`config.mk`:
```
export PLATFORM = sky130hd
export DESIGN_NAME = voice_irq_arbiter
export DESIGN_NICKNAME = d
export VERILOG_FILES = /design/src/rtl/voice_irq_pkg.sv /design/src/rtl/voice_prio_enc.sv /design/src/rtl/voice_pend_vec.sv /design/src/rtl/voice_irq_arbiter.sv
export SDC_FILE = /design/constraint.sdc
export NUM_CORES = 1
export LEC_CHECK = 0
export BUFFER_PORTS_ARGS = -buffer_cell sky130_fd_sc_hd__buf_2
export CAP_MARGIN = 20
export CORE_UTILIZATION = 50
export DETAILED_ROUTE_END_ITERATION = 10
export PLACE_DENSITY = 0.8
export SETUP_SLACK_MARGIN = 0.1
export SLEW_MARGIN = 20
export SYNTH_ARGS = -nofsm -noshare
export SYNTH_HDL_FRONTEND = slang
export SYNTH_SLANG_ARGS = --single-unit
export TNS_END_PERCENT = 10
```
`constraint.sdc`:
```
create_clock -name clk_i -period 4.35 [get_ports clk_i]
set_clock_uncertainty 0.05 [all_clocks]
set_input_delay 0.2175 -clock clk_i [delete_from_list [all_inputs] [get_ports clk_i]]
set_output_delay 0.2175 -clock clk_i [all_outputs]
set_load 0.1 [all_outputs]
```
`src/rtl/voice_irq_pkg.sv`:
```
package voice_irq_pkg;
  localparam logic [7:0] SVC_CODE   = 8'h8F;
  localparam logic [7:0] RES_NONE   = 8'hE8;
  localparam logic [7:0] RES_WT_TAG = 8'h60;
  localparam logic [7:0] RES_VR_TAG = 8'h80;
  localparam int unsigned STAT_WT_BIT = 5;
  localparam int unsigned STAT_VR_BIT = 6;

  typedef enum logic [1:0] {
    SRC_NONE  = 2'd0,
    SRC_WT    = 2'd1,
    SRC_VR    = 2'd2,
    SRC_STALL = 2'd3
  } svc_src_e;
endpackage

```
`src/rtl/voice_prio_enc.sv`:
```
module voice_prio_enc #(
  parameter int unsigned W    = 32,
  parameter int unsigned SCAN = 31,
  localparam int unsigned IW  = $clog2(W)
) (
  input  logic [W-1:0]  req_i,
  output logic          hit_o,
  output logic [IW-1:0] idx_o
);
  // lowest index wins; bits at or above SCAN are invisible
  always_comb begin
    hit_o = 1'b0;
    idx_o = '0;
    for (int i = int'(SCAN) - 1; i >= 0; i--) begin
      if (req_i[i]) begin
        hit_o = 1'b1;
        idx_o = IW'(i);
      end
    end
  end
endmodule

```
`src/rtl/voice_pend_vec.sv`:
```
module voice_pend_vec #(
  parameter int unsigned NV  = 32,
  localparam int unsigned IW = $clog2(NV)
) (
  input  logic          clk_i,
  input  logic          rst_ni,
  input  logic          flush_i,
  input  logic [NV-1:0] set_i,
  input  logic          clr_i,
  input  logic [IW-1:0] clr_idx_i,
  output logic [NV-1:0] pend_o,
  output logic [NV-1:0] pend_nxt_o
);
  logic [NV-1:0] pend_q;
  logic [NV-1:0] clr_mask;

  assign clr_mask   = clr_i ? (NV'(1) << clr_idx_i) : '0;
  // set after clear: a same-cycle set survives
  assign pend_nxt_o = flush_i ? '0 : ((pend_q & ~clr_mask) | set_i);

  always_ff @(posedge clk_i or negedge rst_ni) begin
    if (!rst_ni) pend_q <= '0;
    else         pend_q <= pend_nxt_o;
  end

  assign pend_o = pend_q;

  p_set_wins_r10: assert property (@(posedge clk_i) disable iff (!rst_ni)
    !flush_i |=> ((pend_o & $past(set_i)) == $past(set_i)));

  p_flush_clears_r9: assert property (@(posedge clk_i) disable iff (!rst_ni)
    flush_i |=> (pend_o == '0));
endmodule

```
`src/rtl/voice_irq_arbiter.sv`:
```
module voice_irq_arbiter
  import voice_irq_pkg::*;
#(
  parameter int unsigned NV   = 32,
  parameter int unsigned SCAN = 31,
  localparam int unsigned IW  = $clog2(NV)
) (
  input  logic          clk_i,
  input  logic          rst_ni,
  input  logic [NV-1:0] wt_set_i,
  input  logic [NV-1:0] vr_set_i,
  input  logic          fsel_we_i,
  input  logic [7:0]    fsel_data_i,
  input  logic          srst_we_i,
  input  logic [7:0]    srst_data_i,
  output logic [7:0]    result_o,
  output logic [NV-1:0] wt_pend_o,
  output logic [NV-1:0] vr_pend_o,
  output logic [NV-1:0] wt_ctrl_clr_o,
  output logic [NV-1:0] vr_ctrl_clr_o,
  output logic [7:0]    gstat_o,
  output logic          irq_o
);
  logic          flush, svc;
  logic          wt_hit, vr_hit;
  logic [IW-1:0] wt_idx, vr_idx;
  logic          wt_clr, vr_clr;
  logic [NV-1:0] wt_nxt, vr_nxt;
  svc_src_e      src;
  logic [7:0]    result_q, gstat_q;
  logic [NV-1:0] wt_stb_q, vr_stb_q;

  assign flush = srst_we_i && !srst_data_i[0];
  assign svc   = fsel_we_i && (fsel_data_i == SVC_CODE) && !flush;

  voice_prio_enc #(.W(NV), .SCAN(SCAN)) u_wt_enc (
    .req_i(wt_pend_o), .hit_o(wt_hit), .idx_o(wt_idx));
  voice_prio_enc #(.W(NV), .SCAN(SCAN)) u_vr_enc (
    .req_i(vr_pend_o), .hit_o(vr_hit), .idx_o(vr_idx));

  // a non-empty wave vector blocks the ramp vector even if nothing in it is scannable
  always_comb begin
    if (|wt_pend_o)      src = wt_hit ? SRC_WT : SRC_STALL;
    else if (|vr_pend_o) src = vr_hit ? SRC_VR : SRC_STALL;
    else                 src = SRC_NONE;
  end

  assign wt_clr = svc && (src == SRC_WT);
  assign vr_clr = svc && (src == SRC_VR);

  voice_pend_vec #(.NV(NV)) u_wt_vec (
    .clk_i, .rst_ni, .flush_i(flush), .set_i(wt_set_i),
    .clr_i(wt_clr), .clr_idx_i(wt_idx), .pend_o(wt_pend_o), .pend_nxt_o(wt_nxt));
  voice_pend_vec #(.NV(NV)) u_vr_vec (
    .clk_i, .rst_ni, .flush_i(flush), .set_i(vr_set_i),
    .clr_i(vr_clr), .clr_idx_i(vr_idx), .pend_o(vr_pend_o), .pend_nxt_o(vr_nxt));

  always_ff @(posedge clk_i or negedge rst_ni) begin
    if (!rst_ni) begin
      result_q <= RES_NONE;
    end else if (svc) begin
      unique case (src)
        SRC_WT:   result_q <= RES_WT_TAG | 8'(wt_idx);
        SRC_VR:   result_q <= RES_VR_TAG | 8'(vr_idx);
        SRC_NONE: result_q <= RES_NONE;
        default:  result_q <= result_q;
      endcase
    end
  end

  always_ff @(posedge clk_i or negedge rst_ni) begin
    if (!rst_ni) begin
      wt_stb_q <= '0;
      vr_stb_q <= '0;
      gstat_q  <= '0;
    end else begin
      wt_stb_q <= wt_clr ? (NV'(1) << wt_idx) : '0;
      vr_stb_q <= vr_clr ? (NV'(1) << vr_idx) : '0;
      gstat_q  <= '0;
      gstat_q[STAT_WT_BIT] <= |wt_nxt;
      gstat_q[STAT_VR_BIT] <= |vr_nxt;
    end
  end

  assign result_o      = result_q;
  assign wt_ctrl_clr_o = wt_stb_q;
  assign vr_ctrl_clr_o = vr_stb_q;
  assign gstat_o       = gstat_q;
  assign irq_o         = |gstat_q;

  p_strobe_onehot_r6: assert property (@(posedge clk_i) disable iff (!rst_ni)
    $onehot0(wt_ctrl_clr_o) && $onehot0(vr_ctrl_clr_o) &&
    !((|wt_ctrl_clr_o) && (|vr_ctrl_clr_o)));

  p_strobe_cleared_r6: assert property (@(posedge clk_i) disable iff (!rst_ni)
    (|wt_ctrl_clr_o) |-> ((wt_ctrl_clr_o & wt_pend_o & ~$past(wt_set_i)) == '0));

  p_stat_tracks_r8: assert property (@(posedge clk_i) disable iff (!rst_ni)
    (gstat_o[STAT_WT_BIT] == (|wt_pend_o)) && (gstat_o[STAT_VR_BIT] == (|vr_pend_o)));

  p_empty_result_r5: assert property (@(posedge clk_i) disable iff (!rst_ni)
    (svc && (wt_pend_o == '0) && (vr_pend_o == '0)) |=> (result_o == RES_NONE));

  p_wt_first_r2: assert property (@(posedge clk_i) disable iff (!rst_ni)
    (svc && wt_hit) |=> (result_o[7:5] == 3'b011));

  p_hold_r11: assert property (@(posedge clk_i) disable iff (!rst_ni)
    !svc |=> $stable(result_o));
endmodule

```
### After elaboration in Yosys (flattened, before gate mapping)

Index checks and enable logic that the tools add are counted.

* equal/unequal tests: 3
* shifts and indexed selects: 2
* mux-type cells: 133
* bitwise operators: 6
* reductions and logical operators: 15

Operators with widths (count)
* 5-bit 2-to-1 mux: 62
* 32-bit 2-to-1 mux: 4
* 32-bit OR reduction: 4
* 32-bit AND: 2
* 32-bit NOT: 2
* 32-bit bitwise OR: 2
* 1-bit by 5-bit left shift with 32-bit output (first input constant): 2
* 1-bit 2-to-1 mux: 63
* 8-bit case mux with 3 select lines: 1
* 8-bit equality test (second input constant): 1
* 2-bit 2-to-1 mux: 3
* 1-bit logical AND: 5
* 3-bit nonzero test: 1
* 2-bit by 1-bit equality test with 1-bit output (second input constant): 1
* 2-bit equality test (second input constant): 1
* 1-bit zero test: 2
* 2-bit zero test: 1
* 2-bit AND reduction: 1
* 2-bit OR reduction: 1

* register bits: 138
* output and inout port bits: 145

### Longest topological paths before layout

Gate-level depths: netlist of run 1.

* word-level depth: 42
* mapped depth: 11
* depth with buffers taken out: 9

### Cells and area by module

From an unflattened synthesis of run 1, not the netlist that was laid out.

* cell total of the unflattened synthesis: 681
* area total of the unflattened synthesis: 6830.3 um^2

Modules (own cells, without submodules)
* voice_pend_vec: times used 2, cells an instance 147, area each 1650.3 um^2, sequential area each 800.8 um^2
* voice_irq_arbiter: times used 1, cells an instance 257, area each 2821.5 um^2, sequential area each 1830.5 um^2
* voice_prio_enc: times used 2, cells an instance 65, area each 354.1 um^2, sequential area each 0.0 um^2

### Worst setup path before layout of run 1

No wires, ideal clock.

* path type: register -> register
* start point: reg u_wt_vec.pend_q[0] (netlist: u_wt_vec.pend_o[0])
* end point: reg gstat_q[6] (netlist: gstat_o[6])
* data arrival time: 4.084 ns
* required time: 4.159 ns
* setup slack: 0.074 ns
* stages on the path, launching flop included: 12
* buffers on the path: 2
* clock period less this slack: 4.276 ns
* path through: dfrtp_1 or4_1 buf_2 nor4_4 or3b_4 a2111o_1 buf_6 o31ai_1 a21oi_1 or4_1 nor4_1 a41oi_1

* word-level cells in the longest chain between the ends: 11

RTL lines
* from (decl): RTL line voice_pend_vec.sv:14 `logic [NV-1:0] pend_q;`
* from (signal assigned): RTL line voice_pend_vec.sv:23 `else pend_q <= pend_nxt_o;`
* parallel branches: the longest is 2 deep, another holds 32-bit OR reduction
* 2-bit 2-to-1 mux *: RTL line voice_irq_arbiter.sv:43 `if (|wt_pend_o) src = wt_hit ? SRC_WT : SRC_STALL;`
* 2-bit equality test *: RTL line voice_irq_arbiter.sv:49 `assign vr_clr = svc && (src == SRC_VR);`
* 1-bit logical AND *: RTL line voice_irq_arbiter.sv:49
* 32-bit 2-to-1 mux *: RTL line voice_pend_vec.sv:17 `assign clr_mask = clr_i ? (NV'(1) << clr_idx_i) : '0;`
* 32-bit NOT *: RTL line voice_pend_vec.sv:19 `assign pend_nxt_o = flush_i ? '0 : ((pend_q & ~clr_mask) | set_i);`
* 32-bit AND *: RTL line voice_pend_vec.sv:19
* 32-bit bitwise OR *: RTL line voice_pend_vec.sv:19
* 32-bit 2-to-1 mux *: RTL line voice_pend_vec.sv:19
* via u_vr_vec.pend_nxt_o[28]: RTL line voice_pend_vec.sv:12 `output logic [NV-1:0] pend_nxt_o`
* 32-bit OR reduction *: RTL line voice_irq_arbiter.sv:81 `gstat_q[STAT_VR_BIT] <= |vr_nxt;`
* to (signal, indexed assignment): RTL line voice_irq_arbiter.sv:80 `gstat_q[STAT_WT_BIT] <= |wt_nxt;`
* to (signal, indexed assignment): RTL line voice_irq_arbiter.sv:81
* to (decl): RTL line voice_irq_arbiter.sv:30 `logic [7:0] result_q, gstat_q;`

Mark *: on every way through the listed nets, which the timed path passes.
A chain may end at the register's enable or synchronous reset.

### Worst setup path in the final report of run 1

* start point: reg u_wt_vec.pend_q[4] (netlist: u_wt_vec.pend_o[4])
* end point: reg gstat_q[6] (netlist: gstat_o[6])

* word-level cells in the longest chain between the ends: 15

RTL lines
* 1-bit 2-to-1 mux (5 in series): RTL line voice_prio_enc.sv:15 `if (req_i[i]) begin`
* 2-bit 2-to-1 mux: RTL line voice_irq_arbiter.sv:43
* 2-bit 2-to-1 mux *: RTL line voice_irq_arbiter.sv:43
* 2-bit equality test *: RTL line voice_irq_arbiter.sv:49
* 1-bit logical AND *: RTL line voice_irq_arbiter.sv:49
* 32-bit 2-to-1 mux *: RTL line voice_pend_vec.sv:17
* 32-bit NOT *: RTL line voice_pend_vec.sv:19
* 32-bit AND *: RTL line voice_pend_vec.sv:19
* 32-bit bitwise OR *: RTL line voice_pend_vec.sv:19
* 32-bit 2-to-1 mux *: RTL line voice_pend_vec.sv:19
* 32-bit OR reduction *: RTL line voice_irq_arbiter.sv:81

Every way passes the cells marked *; elsewhere a longest branch is shown, timed or not.

==> flow_metrics.py, run 1 <==
metrics = {
    "clock_network": {
        "clock_latency_ns": 0.43,
        "cts.sinks": 137,
        "postCtsSetupRepairBufs": 0,
        "cts_tree": "done",
        "ctsRootBufferMaster": "clkbuf_16",
        "numCtsBuffers": 17,
        "clkTransAtPathRegs_ns": 0.06,
        "cts_buffer_depth": 2,
        "ctsHtreeMaxLevel": 4,
    },
    "sta": {
        "tns_ns": 0,
        "clock.fmax_mhz": 245.5,
        "fin_crit_ns": 4.073,
        "worst_pin_slew_ns": 1.050,
        "fin_crit_sh": 0.9364,
        "hold_viol_final": 0,
        "slew_viol_final": 0,
        "whs_ns": 0.01503,
        "finalSetupViolations": 0,
        "rsz0062_at_grt": "no",
        "slew-limit-headroom": 0.2998,
    },
    "setup_path": {
        "path_buf_inv": 0,
        "cpMaxStageDelayCell": "or4_1",
        "worstPathArrival_ns": 4.29,
        "cp_max_fo": 13,
        "worstSetupPathType": "reg -> reg",
        "cp_data_required_time_ns": 4.56,
        "cp-start-kind": "flip-flop",
        "max_stage_delay_ns": 0.66,
        "cp_cell_sequence": "or4_1 -> nor4_4 -> or3b_4 -> a2111o_2 -> o31ai_2 -> a41oi_1 -> or4b_1 -> nor4_2 -> a41oi_1",
        "end_kind": "flip-flop",
        "cpMostUsedCell": "a41oi_1",
        "cp_top_family": "simple AND/OR/NAND/NOR gates",
    },
    "placement": {
        "globalplace.congestion": 0.9516,
        "port_buffers": 215,
        "dp_hpwl_um": 15740,
        "dp_cells": 1077,
    },
    "layout": {
        "mostFrequentLayoutCells": "buf_2, nor2_1, dfrtp_1",
        "layout_commonest_cell": "buf_2",
        "syn2layout_area_growth_pct": 35.17,
        "final_cells": 1128,
        "final_core_util": 0.6916,
        "num_antenna_cells": 0,
        "fin_nets": 1028,
        "fillerInstances": 1022,
        "drive_gt1_frac": 0.3065,
    },
    "synthesis": {
        "synth_edf_count": 0,
        "ys_seq_area_frac": 0.5316,
        "syn_area_mm2": 0.006456,
        "synthFlopType": "dfrtp_1",
        "synthArstFlopShare": 1.000,
        "yosysWarnings": 0,
        "syn_inst": 686,
        "ys_ff_latch": 137,
        "syn_area_per_cell_um2": 9.411,
        "synth_cell_type_count": 66,
    },
    "route": {
        "ant_nets": 0,
        "drtIter0Drc": 604,
        "drc_errors": 0,
        "drt_first_pass_iters": 6,
        "routedWlPerCell_um": 19.52,
        "wl_um": 22020,
        "vias": 6712,
        "avgViaCountPerCell": 5.950,
    },
    "floorplan": {
        "row_count": 41,
        "core-area_mm2": 0.01262,
        "start_util": 0.5116,
        "die_h_um": 115.6,
        "die-area_mm2": 0.01337,
        "die_w_um": 115.6,
        "num_io_pins": 229,
    },
    "grt": {
        "grt_pass1_wl_um": 33740,
        "grt-ovfl-total": 0,
        "grt_pass1_vias": 6307,
        "grt_max_degree": 102,
        "track_usage": 0.3413,
        "antenna_found_initial": 0,
    },
    "min_path": {
        "hold_class": "in -> reg",
    },
    "job": {
        "cap_violations": 0,
    },
    "power": {
        "ir_worst_vdd_uv": 258.6,
        "power_density_mw_per_mm2": 447.0,
        "leakage_nw": 4.161,
        "total_power_mw": 3.901,
    },
    "status": {
        "status": "finished clean",
    },
}
-- Yosys cell counts, types with 8 or more instances --
cell type / instances / area share
a21oi_1: 43 / 0.033
a31oi_1: 10 / 0.0097
clkbuf_1: 15 / 0.0087
dfrtp_1: 134 / 0.52
inv_1: 37 / 0.022
nand2_1: 25 / 0.015
nand2b_1: 10 / 0.0097
nand3_1: 18 / 0.014
nand4_1: 10 / 0.0097
nor2_1: 133 / 0.077
nor3_1: 29 / 0.022
nor4_1: 23 / 0.022
o21ai_0: 31 / 0.024
o31a_1: 12 / 0.016
o31ai_1: 10 / 0.012
or3_1: 8 / 0.0078
or4_1: 18 / 0.021
-- worst paths after layout --
check | cells past startpoint | from | to | slack [ns]
max in group asynchronous | 3 | rst_ni | result_o[6] | 2.79
worst min register to register | 2 | result_o[7] | result_o[7] | 0.42
min in group asynchronous | 2 | rst_ni | vr_ctrl_clr_o[16] | 0.43
worst max register to register | 9 | u_wt_vec.pend_o[4] | gstat_o[6] | 0.28
worst max-delay path | 9 | u_wt_vec.pend_o[4] | gstat_o[6] | 0.28
worst min-delay path | 2 | wt_set_i[2] | u_wt_vec.pend_o[2] | 0.02
-- where the power goes --
group          total, mW  internal, mW  switching, mW
Sequential          1.43          1.33         0.0978
Clock               1.62          1.09          0.535
Combinational      0.848         0.164          0.684
-- worst reg2reg max path: stages, from the launching register on --
cell,delay [ns]
dfrtp_1,0.44
or4_1,0.66
nor4_4,0.30
or3b_4,0.43
a2111o_2,0.57
o31ai_2,0.33
a41oi_1,0.15
or4b_1,0.56
nor4_2,0.26
a41oi_1,0.17
-- sequential cells by signal, summed over array words and instances (netlist names) --
signal / flops
gstat_o: 2
result_o: 7
u_vr_vec.pend_o: 32
u_wt_vec.pend_o: 32
vr_ctrl_clr_o: 32
wt_ctrl_clr_o: 32
-- stage by stage --
stage | cell area (um2) | setup slack [ns]
after floorplan | 6485 | 0.1126
after global placement | 7835 | 0.1432
after detailed placement | 7835 | 0.02280
after CTS | 8710 | 0.2025
after global routing | 8727 | 0.1072
final | 8727 | 0.2766
-- area by class of cell --
cell class | instances | area (um2) | share of cell area
Sequential cell | 137 | 3435 | 0.3935
Multi-Input combinational cell | 493 | 2815 | 0.3226
Inverter | 37 | 138.9 | 0.01591
Timing Repair Buffer | 258 | 1455 | 0.1667
Clock buffer | 20 | 446.7 | 0.05118
Tap cell | 172 | 215.2 | 0.02466
Clock inverter | 11 | 221.5 | 0.02538
-- metal layers --
| metal | global-route usage | vias up | share of wire | wire (um) |
|---|---|---|---|---|
| met1 | 0.4231 | 3148 | 0.38 | 8445 |
| met4 | 0.1974 | 0 | 0.047 | 1044 |
| met3 | 0.07793 | 83 | 0.094 | 2068 |
| met5 | 0 | - | 0 | 0 |
| li1 | - | 3023 | - | - |
| met2 | 0.5513 | 458 | 0.47 | 10460 |
-- repair_timing --
action	in CTS	in global routing
setup endpoints to repair	1	1
gates resized for setup	1	4
hold endpoints to repair	119	0
cloned	0	0
hold buffers	20	0
-- cell families after synthesis --
family	after synthesis	synth area share
other	1	0.0005808
flip-flops	137	0.5316
AO/OA/AOI/OAI	177	0.1872
AND/OR/NAND/NOR	308	0.2384
buffers and inverters	63	0.04225
Note: power is estimated with default switching activity, not from simulation.
==> run 2: changes to the inputs <==
Settings changed: CORE_UTILIZATION 50 to 33, CTS_BUF_LIST from default to sky130_fd_sc_hd__clkbuf_4 sky130_fd_sc_hd__clkbuf_8, PLACE_DENSITY 0.8 to default.
==> run 2 against run 1 <==
Effect of this change:
- core utilization is 23 points lower
- cell count is 10% higher
- clock power is 37% lower
- power is 15% lower
- combinational power is 2% higher
- die area is 51% higher
- critical path depth stayed put
==> flow_metrics.py, run 2 (same netlist as run 1, synthesis figures left out) <==
metrics = {
    "power": {
        "clockPowerShare": 0.307,
        "switching_share": 0.4157,
        "power_density_mw_per_mm2": 377.8,
        "leakage_nw": 4.140,
        "ir_worst_vdd_uv": 180.1,
        "p_sw_mw": 1.379,
        "total_power_mw": 3.317,
        "p_comb_frac": 0.260,
        "p_int_mw": 1.938,
        "power_frac_seq": 0.433,
    },
    "route": {
        "routedWlPerCell_um": 19.72,
        "wl_um": 24490,
        "avgViaCountPerCell": 5.345,
        "ant_nets": 0,
        "routed-wl-met3_um": 2065,
        "wl_met1_um": 10080,
        "met2WireLength_um": 11640,
        "drtIter0Drc": 591,
        "drc_errors": 0,
        "maxUsedRoutingLayer": "met4",
        "vias": 6639,
        "drt_first_pass_iters": 5,
    },
    "floorplan": {
        "die-area_mm2": 0.02013,
        "die_w_um": 141.9,
        "row_count": 50,
        "start_util": 0.3406,
        "die_h_um": 141.9,
        "num_io_pins": 229,
        "core-area_mm2": 0.01896,
    },
    "clock_network": {
        "clock_latency_ns": 0.47,
        "cts.sinks": 137,
        "ctsRootBufferMaster": "clkbuf_8",
        "ctsHtreeMaxLevel": 4,
        "numCtsBuffers": 17,
        "cts_buffer_depth": 2,
        "clkTransAtPathRegs_ns": 0.09,
        "cts_tree": "done",
    },
    "placement": {
        "port_buffers": 215,
        "dp_cells": 1168,
        "placed_cell_area_mm2": 0.007968,
        "globalplace.congestion": 0.9170,
        "dp_hpwl_um": 17940,
        "dp_slack_ns": 0.3159,
    },
    "grt": {
        "antenna_found_initial": 0,
        "grt_max_degree": 95,
        "grt_pass1_vias": 6497,
        "track_usage": 0.2470,
        "grt-ovfl-total": 0,
        "grt_pass1_wl_um": 37250,
    },
    "setup_path": {
        "worstSetupPathType": "reg -> reg",
        "cp_max_fo": 9,
        "setup.worst_path.start": "u_wt_vec.pend_o[0]",
        "end_kind": "flip-flop",
        "cp-start-kind": "flip-flop",
        "critical_path.reg2reg.startpoint": "u_wt_vec.pend_o[0]",
        "cp_data_required_time_ns": 4.62,
        "worstPathArrival_ns": 4.30,
    },
    "min_path": {
        "min_from": "vr_set_i[26]",
        "hold_class": "in -> reg",
    },
    "layout": {
        "final_core_util": 0.4632,
        "fin_nets": 1053,
        "layout_commonest_cell": "buf_2",
        "syn2layout_area_growth_pct": 36.01,
        "mostFrequentLayoutCells": "buf_2, nor2_1, dfrtp_1",
        "num_antenna_cells": 0,
        "drive_gt1_frac": 0.3024,
        "final_cells": 1242,
        "stdcell_area_mm2": 0.008781,
    },
    "sta": {
        "fin_crit_sh": 0.9263,
        "finalSetupViolations": 0,
        "hold_viol_final": 0,
        "layout_setup_ws_ns": 0.3205,
        "worst_pin_slew_ns": 1.159,
        "slew_viol_final": 0,
        "whs_ns": 0.01955,
        "fin_crit_ns": 4.030,
        "slew-limit-headroom": 0.2219,
        "rsz0062_at_grt": "no",
        "tns_ns": 0,
        "clock.fmax_mhz": 248.2,
    },
    "job": {
        "cap_violations": 0,
    },
    "status": {
        "status": "finished clean",
    },
}
-- run 2: cell types whose count changed in the layout (fill, tap and decap cells not counted), sizes merged --
cell,before,now
buf,238,241
dlygate4sd3,20,42
inv,37,45
clkbuf,20,18
clkinv,3,4
bufinv,6,0
-- run 2: layer usage --
metal	vias up	global-route usage
met2	356	0.4099
met1	3168	0.3123
met3	43	0.05265
met5	-	0
met4	0	0.1013
li1	3072	-
-- run 2: power by group through the flow --
| stage | Clock [mW] | Sequential (mW) | Combinational, mW |
|---|---|---|---|
| final | 1.02 | 1.44 | 0.863 |
| after floorplan | 0 | 1.84 | 0.199 |
| after CTS | 1.04 | 1.43 | 0.858 |
| after detailed placement | 0 | 1.46 | 0.827 |
| after global placement | 0 | 1.45 | 0.827 |
| after global routing | 1.09 | 1.44 | 0.903 |
-- run 2: layout make-up --
class / count / area [um2]
sequential: 137 / 3435
inverter: 37 / 138.9
multi-input combinational: 493 / 2809
timing repair buffer: 283 / 1698
clock buffer: 18 / 247.7
tap: 260 / 325.3
fill: 1865 / 10170
clock inverter: 14 / 127.6
-- run 2: path summary, 6_finish.rpt --
path | to | slack [ns] | cells after the start
hold reg to reg | result_o[7] | 0.43 | 2
hold / removal | u_vr_vec.pend_o[26] | 0.02 | 3
setup reg to reg | gstat_o[6] | 0.32 | 9
min in group asynchronous | vr_ctrl_clr_o[19] | 0.33 | 2
setup / recovery | gstat_o[6] | 0.32 | 9
max in group asynchronous | u_vr_vec.pend_o[10] | 2.86 | 3
-- run 2: critical path: stages (launching register included) --
cell	delay, ns
dfrtp_2	0.48
or4_1	0.62
nor4_4	0.32
or3b_4	0.44
a2111o_1	0.46
o31ai_1	0.32
a21oi_1	0.13
or4_1	0.58
nor4_1	0.33
a41oi_1	0.16
-- run 2: repair_timing --
action                                  4_1_cts  5_1_grt
endpoints found under the setup margin        0        1
hold endpoints to repair                    132        0
hold buffers                                 42        0
gates resized for setup                       0        3
buffers inserted                              0        0
